### config.mk
export PLATFORM = sky130hd
export DESIGN_NAME = strobe_bus_master
export DESIGN_NICKNAME = d
export VERILOG_FILES = /design/src/rtl/sbm_pkg.sv /design/src/rtl/sbm_cfg_decode.sv /design/src/rtl/sbm_phase_ctrl.sv /design/src/rtl/sbm_datapath.sv /design/src/rtl/strobe_bus_master.sv
export SDC_FILE = /design/constraint.sdc
export NUM_CORES = 1
export LEC_CHECK = 0
export BUFFER_PORTS_ARGS = -buffer_cell sky130_fd_sc_hd__buf_2
export CAP_MARGIN = 20
export CORE_MARGIN = 3
export CORE_UTILIZATION = 30
export DETAILED_ROUTE_END_ITERATION = 6
export HOLD_SLACK_MARGIN = 0.08
export PLACE_DENSITY = 0.65
export SYNTH_ARGS = -nofsm -noshare
export SYNTH_HDL_FRONTEND = slang
export SYNTH_HIERARCHICAL = 1
export SYNTH_SLANG_ARGS = --single-unit
### constraint.sdc
create_clock -name clk -period 3.6 [get_ports clk]
set_clock_uncertainty 0.2 [all_clocks]
set_input_delay 0.18 -clock clk [delete_from_list [all_inputs] [get_ports clk]]
set_output_delay 0.18 -clock clk [all_outputs]
set_load 0.01 [all_outputs]
### src/rtl/sbm_pkg.sv
package sbm_pkg;
  localparam int CFG_W = 32;
  localparam int SU_W  = 4;
  localparam int ST_W  = 6;
  localparam int HD_W  = 2;
  localparam int CNT_W = (ST_W > SU_W) ? ST_W : SU_W;
  localparam logic [3:0] MT_ASYNC = 4'b0010;

  typedef enum logic [1:0] {
    PH_IDLE,
    PH_SETUP,
    PH_STROBE,
    PH_HOLD
  } phase_t;

  // Phase lengths minus one, zero fields already promoted to one cycle
  typedef struct packed {
    logic [SU_W-1:0] su_last;
    logic [ST_W-1:0] st_last;
    logic [HD_W-1:0] hd_last;
  } timing_t;
endpackage

### src/rtl/sbm_cfg_decode.sv
module sbm_cfg_decode
  import sbm_pkg::*;
(
  input  logic [CFG_W-1:0] cfg,
  input  logic             is_write,
  output timing_t          tim,
  output logic             type_ok
);
  logic [SU_W-1:0] su_raw;
  logic [ST_W-1:0] st_raw;
  logic [HD_W-1:0] hd_raw;
  logic            unused_cfg_bits;

  always_comb begin
    if (is_write) begin
      su_raw = cfg[31:28];
      st_raw = cfg[27:22];
      hd_raw = cfg[21:20];
    end else begin
      su_raw = cfg[19:16];
      st_raw = cfg[13:8];
      hd_raw = cfg[1:0];
    end
    tim.su_last = (su_raw == '0) ? '0 : su_raw - SU_W'(1);
    tim.st_last = (st_raw == '0) ? '0 : st_raw - ST_W'(1);
    tim.hd_last = (hd_raw == '0) ? '0 : hd_raw - HD_W'(1);
  end

  assign type_ok         = (cfg[7:4] == MT_ASYNC);
  assign unused_cfg_bits = ^{cfg[15:14], cfg[3:2]};
endmodule

### src/rtl/sbm_phase_ctrl.sv
module sbm_phase_ctrl
  import sbm_pkg::*;
(
  input  logic    clk,
  input  logic    rst_n,
  input  logic    accept,
  input  timing_t tim_new,
  input  logic    rdy,
  output phase_t  phase,
  output logic    last
);
  timing_t          tim_q;
  logic [CNT_W-1:0] cnt;

  always_ff @(posedge clk or negedge rst_n) begin
    if (!rst_n) begin
      phase <= PH_IDLE;
      cnt   <= '0;
      tim_q <= '0;
    end else begin
      if (accept) tim_q <= tim_new;
      unique case (phase)
        PH_IDLE: begin
          if (accept) begin
            phase <= PH_SETUP;
            cnt   <= CNT_W'(tim_new.su_last);
          end
        end
        PH_SETUP: begin
          if (cnt != '0) cnt <= cnt - CNT_W'(1);
          else begin
            phase <= PH_STROBE;
            cnt   <= CNT_W'(tim_q.st_last);
          end
        end
        PH_STROBE: begin
          if (cnt != '0) cnt <= cnt - CNT_W'(1);
          else if (rdy) begin
            phase <= PH_HOLD;
            cnt   <= CNT_W'(tim_q.hd_last);
          end
        end
        PH_HOLD: begin
          if (cnt != '0) cnt <= cnt - CNT_W'(1);
          else if (accept) begin
            phase <= PH_SETUP;
            cnt   <= CNT_W'(tim_new.su_last);
          end else begin
            phase <= PH_IDLE;
          end
        end
        default: phase <= PH_IDLE;
      endcase
    end
  end

  assign last = (cnt == '0);
endmodule

### src/rtl/sbm_datapath.sv
module sbm_datapath #(
  parameter int ADDR_W = 16,
  parameter int DATA_W = 32
) (
  input  logic              clk,
  input  logic              rst_n,
  input  logic              accept,
  input  logic              capture,
  input  logic              req_write,
  input  logic [ADDR_W-1:0] req_addr,
  input  logic [DATA_W-1:0] req_wdata,
  input  logic [DATA_W-1:0] bus_din,
  output logic              dir_q,
  output logic [ADDR_W-1:0] addr_q,
  output logic [DATA_W-1:0] wdata_q,
  output logic [DATA_W-1:0] rdata_q
);
  always_ff @(posedge clk or negedge rst_n) begin
    if (!rst_n) begin
      dir_q   <= 1'b0;
      addr_q  <= '0;
      wdata_q <= '0;
      rdata_q <= '0;
    end else begin
      if (accept) begin
        dir_q   <= req_write;
        addr_q  <= req_addr;
        wdata_q <= req_wdata;
      end
      if (capture && !dir_q) rdata_q <= bus_din;
    end
  end
endmodule

### src/rtl/strobe_bus_master.sv
module strobe_bus_master
  import sbm_pkg::*;
#(
  parameter int ADDR_W = 16,
  parameter int DATA_W = 32
) (
  input  logic              clk,
  input  logic              rst_n,
  input  logic [CFG_W-1:0]  cfg_space,
  input  logic              req_valid,
  output logic              req_ready,
  input  logic              req_write,
  input  logic [ADDR_W-1:0] req_addr,
  input  logic [DATA_W-1:0] req_wdata,
  output logic              rsp_valid,
  output logic [DATA_W-1:0] rsp_rdata,
  output logic              bus_ce_n,
  output logic [ADDR_W-1:0] bus_addr,
  output logic              bus_re_n,
  output logic              bus_we_n,
  output logic              bus_oe_n,
  output logic              bus_wr_en,
  output logic [DATA_W-1:0] bus_dout,
  input  logic [DATA_W-1:0] bus_din,
  input  logic              bus_rdy
);
  timing_t tim_new;
  logic    type_ok;
  phase_t  phase;
  logic    last;
  logic    accept;
  logic    capture;
  logic    dir_q;
  logic    busy;
  logic    in_strobe;

  sbm_cfg_decode u_dec (
    .cfg      (cfg_space),
    .is_write (req_write),
    .tim      (tim_new),
    .type_ok  (type_ok)
  );

  sbm_phase_ctrl u_ctrl (
    .clk     (clk),
    .rst_n   (rst_n),
    .accept  (accept),
    .tim_new (tim_new),
    .rdy     (bus_rdy),
    .phase   (phase),
    .last    (last)
  );

  sbm_datapath #(.ADDR_W(ADDR_W), .DATA_W(DATA_W)) u_dp (
    .clk       (clk),
    .rst_n     (rst_n),
    .accept    (accept),
    .capture   (capture),
    .req_write (req_write),
    .req_addr  (req_addr),
    .req_wdata (req_wdata),
    .bus_din   (bus_din),
    .dir_q     (dir_q),
    .addr_q    (bus_addr),
    .wdata_q   (bus_dout),
    .rdata_q   (rsp_rdata)
  );

  assign busy      = (phase != PH_IDLE);
  assign in_strobe = (phase == PH_STROBE);
  assign req_ready = type_ok && (!busy || (phase == PH_HOLD && last));
  assign accept    = req_valid && req_ready;
  assign capture   = in_strobe && last && bus_rdy;
  assign rsp_valid = (phase == PH_HOLD) && last;

  assign bus_ce_n  = !busy;
  assign bus_re_n  = !(in_strobe && !dir_q);
  assign bus_we_n  = !(in_strobe && dir_q);
  assign bus_oe_n  = !(busy && !dir_q);
  assign bus_wr_en = busy && dir_q;
endmodule

==> results.cfg, run 1 <==
[status]
status = finished, final reports clean

[global_route]
use_met3_pct = 3.626
met2_usage_pct = 26.97
first_global_vias = 4281
routing_layer_with_the_top_usage_in_global_route = met2
grt_antenna_before_repair = 0
grt.total_usage_pct = 14.95
grt.met1_usage_pct = 16.65
global_route_wire_length_before_repair_um = 21200
total_gr_overflow = 0
maximum_number_of_pins_on_one_net_before_global_route_repair = 66

[cells_and_area]
diodes = 0
instances_no_fill = 856
areaGrowthSynthToFinish_pct = 49.12
area_occupied_by_multi_input_gates_um2 = 2173
sequential_cell_area_um2 = 2427
post_route_cells_drive_above_1_share_pct = 50.70
fillerInstances = 1373
fin_nets = 765
final_core_utilization_pct = 46.28

[place]
io_buffers = 199
dp_worst_setup_slack_ns = 0.3407
dp.cells = 754
hpwlAfterDp_um = 8652
finalWeightedCongestion = 0.8937

[timing]
final.setup.worst_slack_ns = 0.2648
final_hold_viol_count = 0
worst-slew-pin-transition_ns = 0.5578
maxClockFrequency_ghz = 0.2998
totalNegativeSetupSlack_ns = 0
finalSetupViolations = 0
grt_setup_unrepaired = no
fin_crit_ns = 3.335
layout_worst_path_cycle_share_pct = 92.64
slew-limit-headroom_pct = 62.74
final_max_slew_viol_count = 0

[power]
power.clock.fraction_pct = 18.5
internal-power_w = 0.003190
p_per_area_nw_per_um2 = 690.9
vdd_drop_max_mv = 0.3349
p_leak_nw = 3.586
sw_frac_of_total_pct = 35.11
share_of_total_power_in_combinational_logic_pct = 43.2
power.share.sequential_pct = 38.3
switching_power_w = 0.001726

[run]
timing.max_cap.violations = 0

[critical_path]
crit_path_max_incr_delay_ns = 0.45
timing.critical_path.required_ns = 3.64
cell_occurring_most_often_along_the_worst_timing_path = inv_1
timing.setup.critical_path_class = reg2reg
end_kind = flip-flop
cpLargestDelayFamily = compound AO/OA/AOI/OAI gates
cp_max_fo = 7
cp_cell_sequence = inv_1 > ha_1 > nor4b_4 > nand2_2 > inv_1 > nand3_1 > a21oi_4 > mux2i_1 > nor3_1 > o311a_1 > a311o_1
critical_path.slowest_cell = dfrtp_1
crit_path_start_kind = flip-flop
cp.arrival_ns = 3.37
worstPathBufferInverterCount = 2

[hold_path]
min_path_type = in2reg

[clocking]
numClockSinks = 97
cts_post_setup_buffers_inserted = 0
holdBufCountCts = 86
path_clk_slew_ns = 0.07
cts_resized = 0
clk-insertion-delay-late_ns = 0.35
cts_buffers = 9
cts-root-to-sink-buffers = 2
clock_root_buffer_master = clkbuf_16
number_of_levels_the_h_tree_was_split_into = 3
tritoncts = yes

[yosys]
mapped_cells = 354
post-synth-top-area-fraction_pct = 50.88
ys_seq_elements = 97
postSynth.topFlopCell = dfrtp_1
yosys.cell_count.top_type = dfrtp_1
syn-num-nets = 479
synth.avg_cell_area_um2 = 13.48
netlist_area_um2 = 4771
synth-edff-count = 0
synth_largest_area_cell = dfrtp_1
yosysSeqAreaShare_pct = 50.88
ys.warnings.count = 6
synth.cells.most_frequent = dfrtp_1, mux2_2, mux2_4, nand2_1, inv_1
count_of_different_cell_masters_after_synthesis = 69
dominant_cells_by_area_after_synthesis = dfrtp_1, mux2_2, mux2_4, ha_1, mux2i_1
async_flop_share_pct = 100.0

[routing]
drt-initial-drc-count = 188
vias_per_cell = 4.720
wl_per_cell_um = 15.44
wl_um = 13220
route.antenna.remaining_nets = 0
dr.pass1.iters = 7
remaining_drc_errors = 0
routed_vias = 4040

[floorplan]
die_height_um = 132.1
coreArea_um2 = 15370
die-area_um2 = 17450
boundaryPins = 204
core.rowCount = 45
initial_utilization_pct = 31.04
dieWidth_um = 132.1
[per-stage QoR]
stage / cell area [µm²] / total power [W] / hold slack [ns]
finish: 7114 / 0.004916 / 0.1297
detailed placement: 5974 / 0.003920 / -0.01463
CTS: 7114 / 0.004950 / 0.1259
floorplan: 4771 / 0.003135 / -0.3156
global route: 7114 / 0.005238 / 0.1668
global placement: 5974 / 0.003858 / -0.02015
[kinds of logic after synthesis]
| family | after synthesis | share of synthesized area (%) |
|---|---|---|
| mux | 100 | 25.73 |
| compound gates | 48 | 7.553 |
| xor+xnor | 2 | 0.3672 |
| fa+ha+maj | 8 | 2.098 |
| flops | 97 | 50.88 |
| buf+inv | 28 | 3.960 |
| simple gates | 71 | 9.416 |
[path summary, 6_finish.rpt]
check                               start               end  slack (ns)  cells after the start
hold / removal              cfg_space[13]   u_ctrl/tim_q[7]        0.13                      4
setup reg to reg            u_ctrl/cnt[0]     u_ctrl/cnt[0]        0.26                     11
max in group asynchronous           rst_n  u_dp/rdata_q[28]        2.21                      3
hold reg to reg            u_dp/addr_q[9]    u_dp/addr_q[9]        0.28                      1
min in group asynchronous           rst_n    u_dp/addr_q[7]        0.14                      2
setup / recovery            u_ctrl/cnt[0]     u_ctrl/cnt[0]        0.26                     11
[flip-flops by register name (all words and copies together), names as in the netlist]
signal / cells
u_dp/wdata_q: 32
u_ctrl/phase: 2
u_ctrl/tim_q: 8
u_dp/addr_q: 16
u_dp/rdata_q: 32
u_ctrl/cnt: 6
u_dp/dir_q: 1
[final cells by class]
class	count	area share (%)
Clock inverter	6	0.7035
Tap cell	211	3.711
Timing Repair Buffer	290	27.01
Inverter	13	0.6859
Multi-Input combinational cell	229	30.55
Sequential cell	97	34.12
Clock buffer	10	3.218
[power by group through the flow]
stage / Clock, W / Sequential, W / Combinational (W)
detailed placement: 0 / 0.00189 / 0.00203
global route: 0.000998 / 0.00195 / 0.00229
global placement: 0 / 0.00186 / 0.00199
CTS: 0.000957 / 0.00187 / 0.00212
floorplan: 0 / 0.00206 / 0.00107
finish: 0.000908 / 0.00188 / 0.00213
[layer usage]
| metal | share of wire (%) | vias to the layer above |
|---|---|---|
| li1 | - | 1876 |
| met1 | 39 | 1955 |
| met2 | 52 | 181 |
| met3 | 5.6 | 28 |
| met4 | 2.9 | 0 |
| met5 | 0 | - |
[worst reg2reg max path, delay by kind of cell (launching register included)]
family / cells / cell delay [ns]
compound gates: 3 / 0.92
simple gates: 4 / 0.86
flops: 1 / 0.45
mux: 1 / 0.39
fa+ha+maj: 1 / 0.22
buf+inv: 2 / 0.20
[cells in the final DEF, fill, tap and decap left out, types with 4 or more instances in the layout]
cell type,synthesis,layout
a21oi_1,7,6
a31oi_1,4,4
buf_2,4,198
buf_4,0,4
clkbuf_16,0,9
dfrtp_1,97,97
dlygate4sd3_1,0,86
ha_1,8,8
inv_1,11,11
mux2_2,58,58
mux2_4,30,30
mux2i_1,9,9
nand2_1,17,17
nand3_1,5,5
nor2_1,7,7
nor3_1,6,6
o21ai_0,6,6
No activity file was read; power rests on OpenSTA's default activity.
==> run 2: changes to the inputs <==
- clock period: 3.6 -> 3.45 ns (I/O delays scaled with it)
==> run 2 against run 1 <==
Global-route usage is 0.28 points higher. Sequential power rose by 5%. Via count decreased by 0.89%. Core utilization increased by 0.28 points. Wire length grew 1.1%. Die area unchanged. Critical path depth is the same. Highest routed layer unchanged. Fmax is 3.5% higher. Register-to-register slack worse by 0.04 ns. Worst hold slack got worse by 0.023 ns. First-iteration DRC count rose by 25%. Largest cell class unchanged.
==> results.cfg, run 2 (synthesized netlist as in run 1, its figures left out) <==
[global_route]
grt.total_usage_pct = 15.24
maximum_number_of_pins_on_one_net_before_global_route_repair = 66
total_gr_overflow = 0
first_global_vias = 4309
grt_antenna_before_repair = 0
global_route_wire_length_before_repair_um = 21800

[power]
power_w = 0.005240
sw_frac_of_total_pct = 34.81
switching_power_w = 0.001824
p_leak_nw = 3.611
power.share.sequential_pct = 37.6
vdd_drop_max_mv = 0.2884
p_per_area_nw_per_um2 = 732.2
internal-power_w = 0.003416
share_of_total_power_in_combinational_logic_pct = 42.4
power.clock.fraction_pct = 20.0

[cells_and_area]
final_cell_mix = buf_2, dfrtp_1, dlygate4sd3_1, mux2_2, mux2_4
fin_nets = 766
post_route_cells_drive_above_1_share_pct = 50.93
biggestRegsByFlops = u_dp/rdata_q x32, u_dp/wdata_q x32, u_dp/addr_q x16
final_common_cell = buf_2
instances_no_fill = 857
areaGrowthSynthToFinish_pct = 50.01
diodes = 0

[routing]
vias_per_cell = 4.672
remaining_drc_errors = 0
route.antenna.remaining_nets = 0
routed_vias = 4004
wl_per_cell_um = 15.59
drt-initial-drc-count = 235
dr.pass1.iters = 4
wl_um = 13360

[critical_path]
critical_path.slowest_cell = dfrtp_1
timing.critical_path.required_ns = 3.48
cell_occurring_most_often_along_the_worst_timing_path = inv_1
cp.arrival_ns = 3.26
reg2reg_setup_slack_ns = 0.23
worstPathBufferInverterCount = 2
crit_path_max_incr_delay_ns = 0.44
timing.setup.critical_path_class = reg2reg
crit_path_start_kind = flip-flop
cp_max_fo = 6
r2r_start = u_ctrl/cnt[0]
cp_cell_sequence = inv_1 > ha_1 > nor4b_4 > nand2_2 > inv_1 > nand3_1 > a21oi_4 > mux2i_1 > nor3_1 > o311a_1 > a311o_1
worstReg2RegEnd = u_ctrl/cnt[0]
end_kind = flip-flop
cpLargestDelayFamily = compound AO/OA/AOI/OAI gates
rr_worst_depth = 11

[timing]
maxClockFrequency_ghz = 0.3102
slew-limit-headroom_pct = 63.62
fin_crit_ns = 3.224
finalSetupViolations = 0
grt_setup_unrepaired = yes
final_max_slew_viol_count = 0
worst-slew-pin-transition_ns = 0.5457
final_hold_viol_count = 0
layout_worst_path_cycle_share_pct = 93.44

[clocking]
tritoncts = yes
cts_resized = 0
clock_root_buffer_master = clkbuf_16
cts-root-to-sink-buffers = 2
clk-insertion-delay-late_ns = 0.34
numClockSinks = 97
number_of_levels_the_h_tree_was_split_into = 3
cts_buffers = 9
path_clk_slew_ns = 0.08

[floorplan]
boundaryPins = 204
dieWidth_um = 132.1
coreArea_um2 = 15370
core.rowCount = 45
die-area_um2 = 17450
die_height_um = 132.1
initial_utilization_pct = 31.04

[hold_path]
worstHoldEndpoint = u_ctrl/tim_q[7]
hold-path-cell-count = 4
min_path_type = in2reg
hold_path.startpoint = cfg_space[27]

[status]
status = finished, final reports clean

[run]
timing.max_cap.violations = 0

[place]
dp.cells = 754
hpwlAfterDp_um = 8744
finalWeightedCongestion = 0.8692
io_buffers = 199
-- run 2: how the worst max path moves through the flow --
stage	startpoint	to	slack, ns	depth (start not counted)
6_report	u_ctrl/cnt[0]	u_ctrl/cnt[0]	0.23	11
5_1_grt	u_ctrl/cnt[0]	u_ctrl/phase[0]	-0.01	12
4_1_cts	u_ctrl/cnt[0]	u_ctrl/cnt[0]	0.21	11
3_5_place_dp	u_ctrl/cnt[0]	u_ctrl/cnt[0]	0.24	11
3_3_place_gp	u_ctrl/cnt[0]	u_ctrl/cnt[0]	0.34	11
2_1_floorplan	u_ctrl/cnt[0]	u_ctrl/cnt[0]	0.15	12
-- run 2: per-layer routing --
metal  global-route usage [%]  routed length (µm)
met1                    16.60                5166
met2                    28.68                7129
met3                    3.282                 707
met4                    5.893                 359
met5                        0                   0
-- run 2: what timing repair did --
action,in CTS,in global routing
buffers inserted,0,1
setup endpoints to repair,0,2
hold buffers,86,0
hold endpoints to repair,122,0
-- run 2: tightest hold or removal path, stage by stage --
cell and delay, ns:
buf_2 0.09, mux2i_1 0.07, mux2i_1 0.13, mux2_2 0.15
-- run 2: layout make-up --
type | count | area, µm²
inverter | 13 | 48.80
clock inverter | 7 | 88.84
tap | 211 | 264.0
timing repair buffer | 291 | 1929
clock buffer | 9 | 225.2
fill | 1385 | 8214
sequential | 97 | 2427
multi-input combinational | 229 | 2173
-- run 2: power by group through the flow --
stage,registers [W],clock network (W),logic (W)
final,0.00197,0.00105,0.00222
after global routing,0.00204,0.00114,0.00241
after global placement,0.00195,0,0.00208
after CTS,0.00196,0.00110,0.00221
after floorplan,0.00215,0,0.00112
after detailed placement,0.00197,0,0.00212
-- run 2: metrics by stage --
step | hold WS, ns | util [%] | setup TNS (ns) | setup slack [ns] | instance area (µm²)
2_1_floorplan | -0.3231 | - | 0 | 0.1468 | 4771
3_3_place_gp | -0.004826 | 38.87 | 0 | 0.3435 | 5974
3_5_place_dp | 0.007509 | 38.87 | 0 | 0.2426 | 5974
4_1_cts | 0.09712 | 46.51 | 0 | 0.2141 | 7149
5_1_grt | 0.1598 | 46.56 | -0.01055 | -0.01055 | 7157
6_report | 0.1066 | 46.56 | 0 | 0.2262 | 7157
==> run 3: changes to the inputs <==
- ABC_AREA: unset -> 1
- CORE_UTILIZATION: 30 -> 41
- PLACE_DENSITY: 0.65 -> 0.8
==> run 3 against run 2 <==
Sequential share of layout area decreased by 0.13 points. Cell count up 19%. Sequential cell count is the same. Wire length is 6.6% higher. Worst setup slack improved by 0.46 ns. Fmax is 17% higher. Synthesized cell count increased by 67%.
==> results.cfg, run 3 <==
[yosys]
syn-num-nets = 717
post-synth-top-area-fraction_pct = 48.90
count_of_different_cell_masters_after_synthesis = 38
synth_largest_area_cell = dfrtp_1
synth_simple_gate_area_share_pct = 27.15
yosys.cell_count.top_type = nand2_1
async_flop_share_pct = 100.0
post_synthesis_compound_gate_area_fraction_pct = 9.932
synth.avg_cell_area_um2 = 8.384
postSynth.topFlopCell = dfrtp_1
synth_mux_area_share_pct = 0.2017
synth.cells.most_frequent = nand2_1, dfrtp_1, inv_1, nand3_1, o21ai_0
ys_seq_elements = 97
netlist_area_um2 = 4964
synth-edff-count = 0
dominant_cells_by_area_after_synthesis = dfrtp_1, nand2_1, inv_1, nand3_1, o21ai_2
mapped_cells = 592
synth_xor_area_share_pct = 0.7058
main_combinational_cell_family_by_area_after_synthesis = simple AND/OR/NAND/NOR gates
yosysSeqAreaShare_pct = 48.90
ys.warnings.count = 6
post_synth_fa_ha_maj_area_fraction_pct = 2.017

[floorplan]
die-area_um2 = 13460
coreArea_um2 = 11610
initial_utilization_pct = 42.74
core.rowCount = 39
boundaryPins = 204
die_height_um = 116.0
dieWidth_um = 116.0

[timing]
final_max_slew_viol_count = 0
fin_crit_ns = 2.766
finalSetupViolations = 0
layout_worst_path_cycle_share_pct = 80.19
maxClockFrequency_ghz = 0.3615
totalNegativeSetupSlack_ns = 0
worst-slew-pin-transition_ns = 0.7463
final_hold_viol_count = 0
grt_setup_unrepaired = no
timing.hold.ws_ns = 0.1135
slew-limit-headroom_pct = 50.25

[routing]
dr.pass1.iters = 5
drt-initial-drc-count = 340
wl_per_cell_um = 13.94
routed_vias = 4855
vias_per_cell = 4.750
wl_um = 14250
remaining_drc_errors = 0
route.antenna.remaining_nets = 0

[place]
io_buffers = 199
dp.cells = 914
hpwlAfterDp_um = 9056
finalWeightedCongestion = 0.7769

[global_route]
grt.total_usage_pct = 20.56
first_global_vias = 4671
total_gr_overflow = 0
grt_antenna_before_repair = 2
global_route_wire_length_before_repair_um = 21770
maximum_number_of_pins_on_one_net_before_global_route_repair = 61

[cells_and_area]
final_common_cell = buf_2
areaGrowthSynthToFinish_pct = 44.74
final_core_utilization_pct = 61.86
fin_nets = 995
instances_no_fill = 1022
biggestRegsByFlops = u_dp/rdata_q x32, u_dp/wdata_q x32, u_dp/addr_q x16
final_cell_mix = buf_2, nand2_1, dfrtp_1, dlygate4sd3_1, inv_1
post_route_cells_drive_above_1_share_pct = 34.86

[power]
vdd_drop_max_mv = 0.3667
p_leak_nw = 3.929
power_w = 0.004854
p_per_area_nw_per_um2 = 675.6

[critical_path]
endpoint_of_the_worst_setup_timing_path = u_dp/wdata_q[7]
timing.critical_path.required_ns = 3.49
end_kind = flip-flop
timing.setup.critical_path_class = reg2reg
reg2reg_setup_slack_ns = 0.68
r2r_start = u_ctrl/cnt[0]
crit_path_start_kind = flip-flop
worstReg2RegEnd = u_dp/wdata_q[7]
rr_worst_depth = 11
cp_max_fo = 44
cp.arrival_ns = 2.80
worstSetupStartpoint = u_ctrl/cnt[0]

[clocking]
cts_resized = 0
cts-root-to-sink-buffers = 2
path_clk_slew_ns = 0.07
cts_buffers = 9
tritoncts = yes
clk-insertion-delay-late_ns = 0.33
numClockSinks = 97
number_of_levels_the_h_tree_was_split_into = 3
clock_root_buffer_master = clkbuf_16

[run]
timing.max_cap.violations = 0

[status]
status = finished, final reports clean

[hold_path]
min_path_type = in2reg
## run 3: cell types whose count changed after synthesis, moves of 8 or more
cell	previous run	this run
nand2_1	17	179
inv_1	11	78
mux2_2	58	0
nand3_1	5	43
mux2_4	30	0
o21ai_0	6	35
nand2_2	1	29
o21ai_2	0	23
nor2_1	7	17
mux2i_1	9	1
## run 3: logic make-up (layout without fill, tap and decap cells)
kind of cell | after synthesis | after routing
buffers and inverters | 113 | 396
XOR/XNOR | 4 | 4
other | 0 | 4
AND/OR/NAND/NOR | 292 | 292
adder cells (fa/ha/maj) | 8 | 8
AO/OA/AOI/OAI | 77 | 77
flip-flops | 97 | 97
multiplexers | 1 | 1
## run 3: final cells by class
cell class | count | area (µm²)
Antenna cell | 4 | 10.01
Clock buffer | 9 | 225.2
Clock inverter | 7 | 83.83
Fill cell | 932 | 4429
Inverter | 87 | 326.6
Multi-Input combinational cell | 382 | 1996
Sequential cell | 97 | 2427
Tap cell | 143 | 178.9
Timing Repair Buffer | 293 | 1937
## run 3: worst min path at each step
| stage | start | to | slack [ns] | cells after the start |
|---|---|---|---|---|
| 2_1_floorplan | rst_n | u_ctrl/cnt[0] | -0.32 | 0 |
| 3_3_place_gp | rst_n | u_dp/rdata_q[25] | 0.09 | 1 |
| 3_5_place_dp | rst_n | u_dp/rdata_q[25] | 0.09 | 1 |
| 4_1_cts | cfg_space[6] | u_ctrl/tim_q[0] | 0.12 | 6 |
| 5_1_grt | cfg_space[6] | u_ctrl/tim_q[0] | 0.18 | 6 |
| 6_report | cfg_space[6] | u_ctrl/tim_q[0] | 0.11 | 6 |
## run 3: metrics by stage
stage | worst slack, ns | instance area (µm²)
6_report | 0.6836 | 7184
5_1_grt | 0.4451 | 7179
4_1_cts | 0.7215 | 7174
3_5_place_dp | 0.7420 | 5984
3_3_place_gp | 0.8259 | 5984
2_1_floorplan | 1.110 | 4964
## run 3: timing repair
| action | 4_1_cts | 5_1_grt |
|---|---|---|
| setup endpoints to repair | 0 | 0 |
| hold buffers | 88 | 0 |
| hold endpoints to repair | 147 | 0 |
| setup buffers | 0 | 0 |
## run 3: worst max-delay path, cell delays in order, from the launching register on
cell and delay (ns):
dfrtp_1 0.38, inv_1 0.17, ha_1 0.29, nand3_4 0.17
inv_2 0.12, nand3_1 0.11, nand2_1 0.10, nand2_2 0.07
nor2_4 0.32, buf_4 0.41, nand2_1 0.16, o21ai_0 0.15
## run 3: layer usage
layer | up-vias | track usage [%] | wire length (µm)
met4 | 0 | 10.36 | 499
li1 | 2388 | - | -
met5 | - | 0 | 0
met1 | 2238 | 23.44 | 5592
met2 | 187 | 36.40 | 7287
met3 | 42 | 4.282 | 869
## run 3: power breakdown
| group | switching (W) | total (W) | internal [W] |
|---|---|---|---|
| Combinational | 0.00118 | 0.00197 | 0.000796 |
| Sequential | 0.000266 | 0.00186 | 0.00159 |
| Clock | 0.000451 | 0.00103 | 0.000575 |
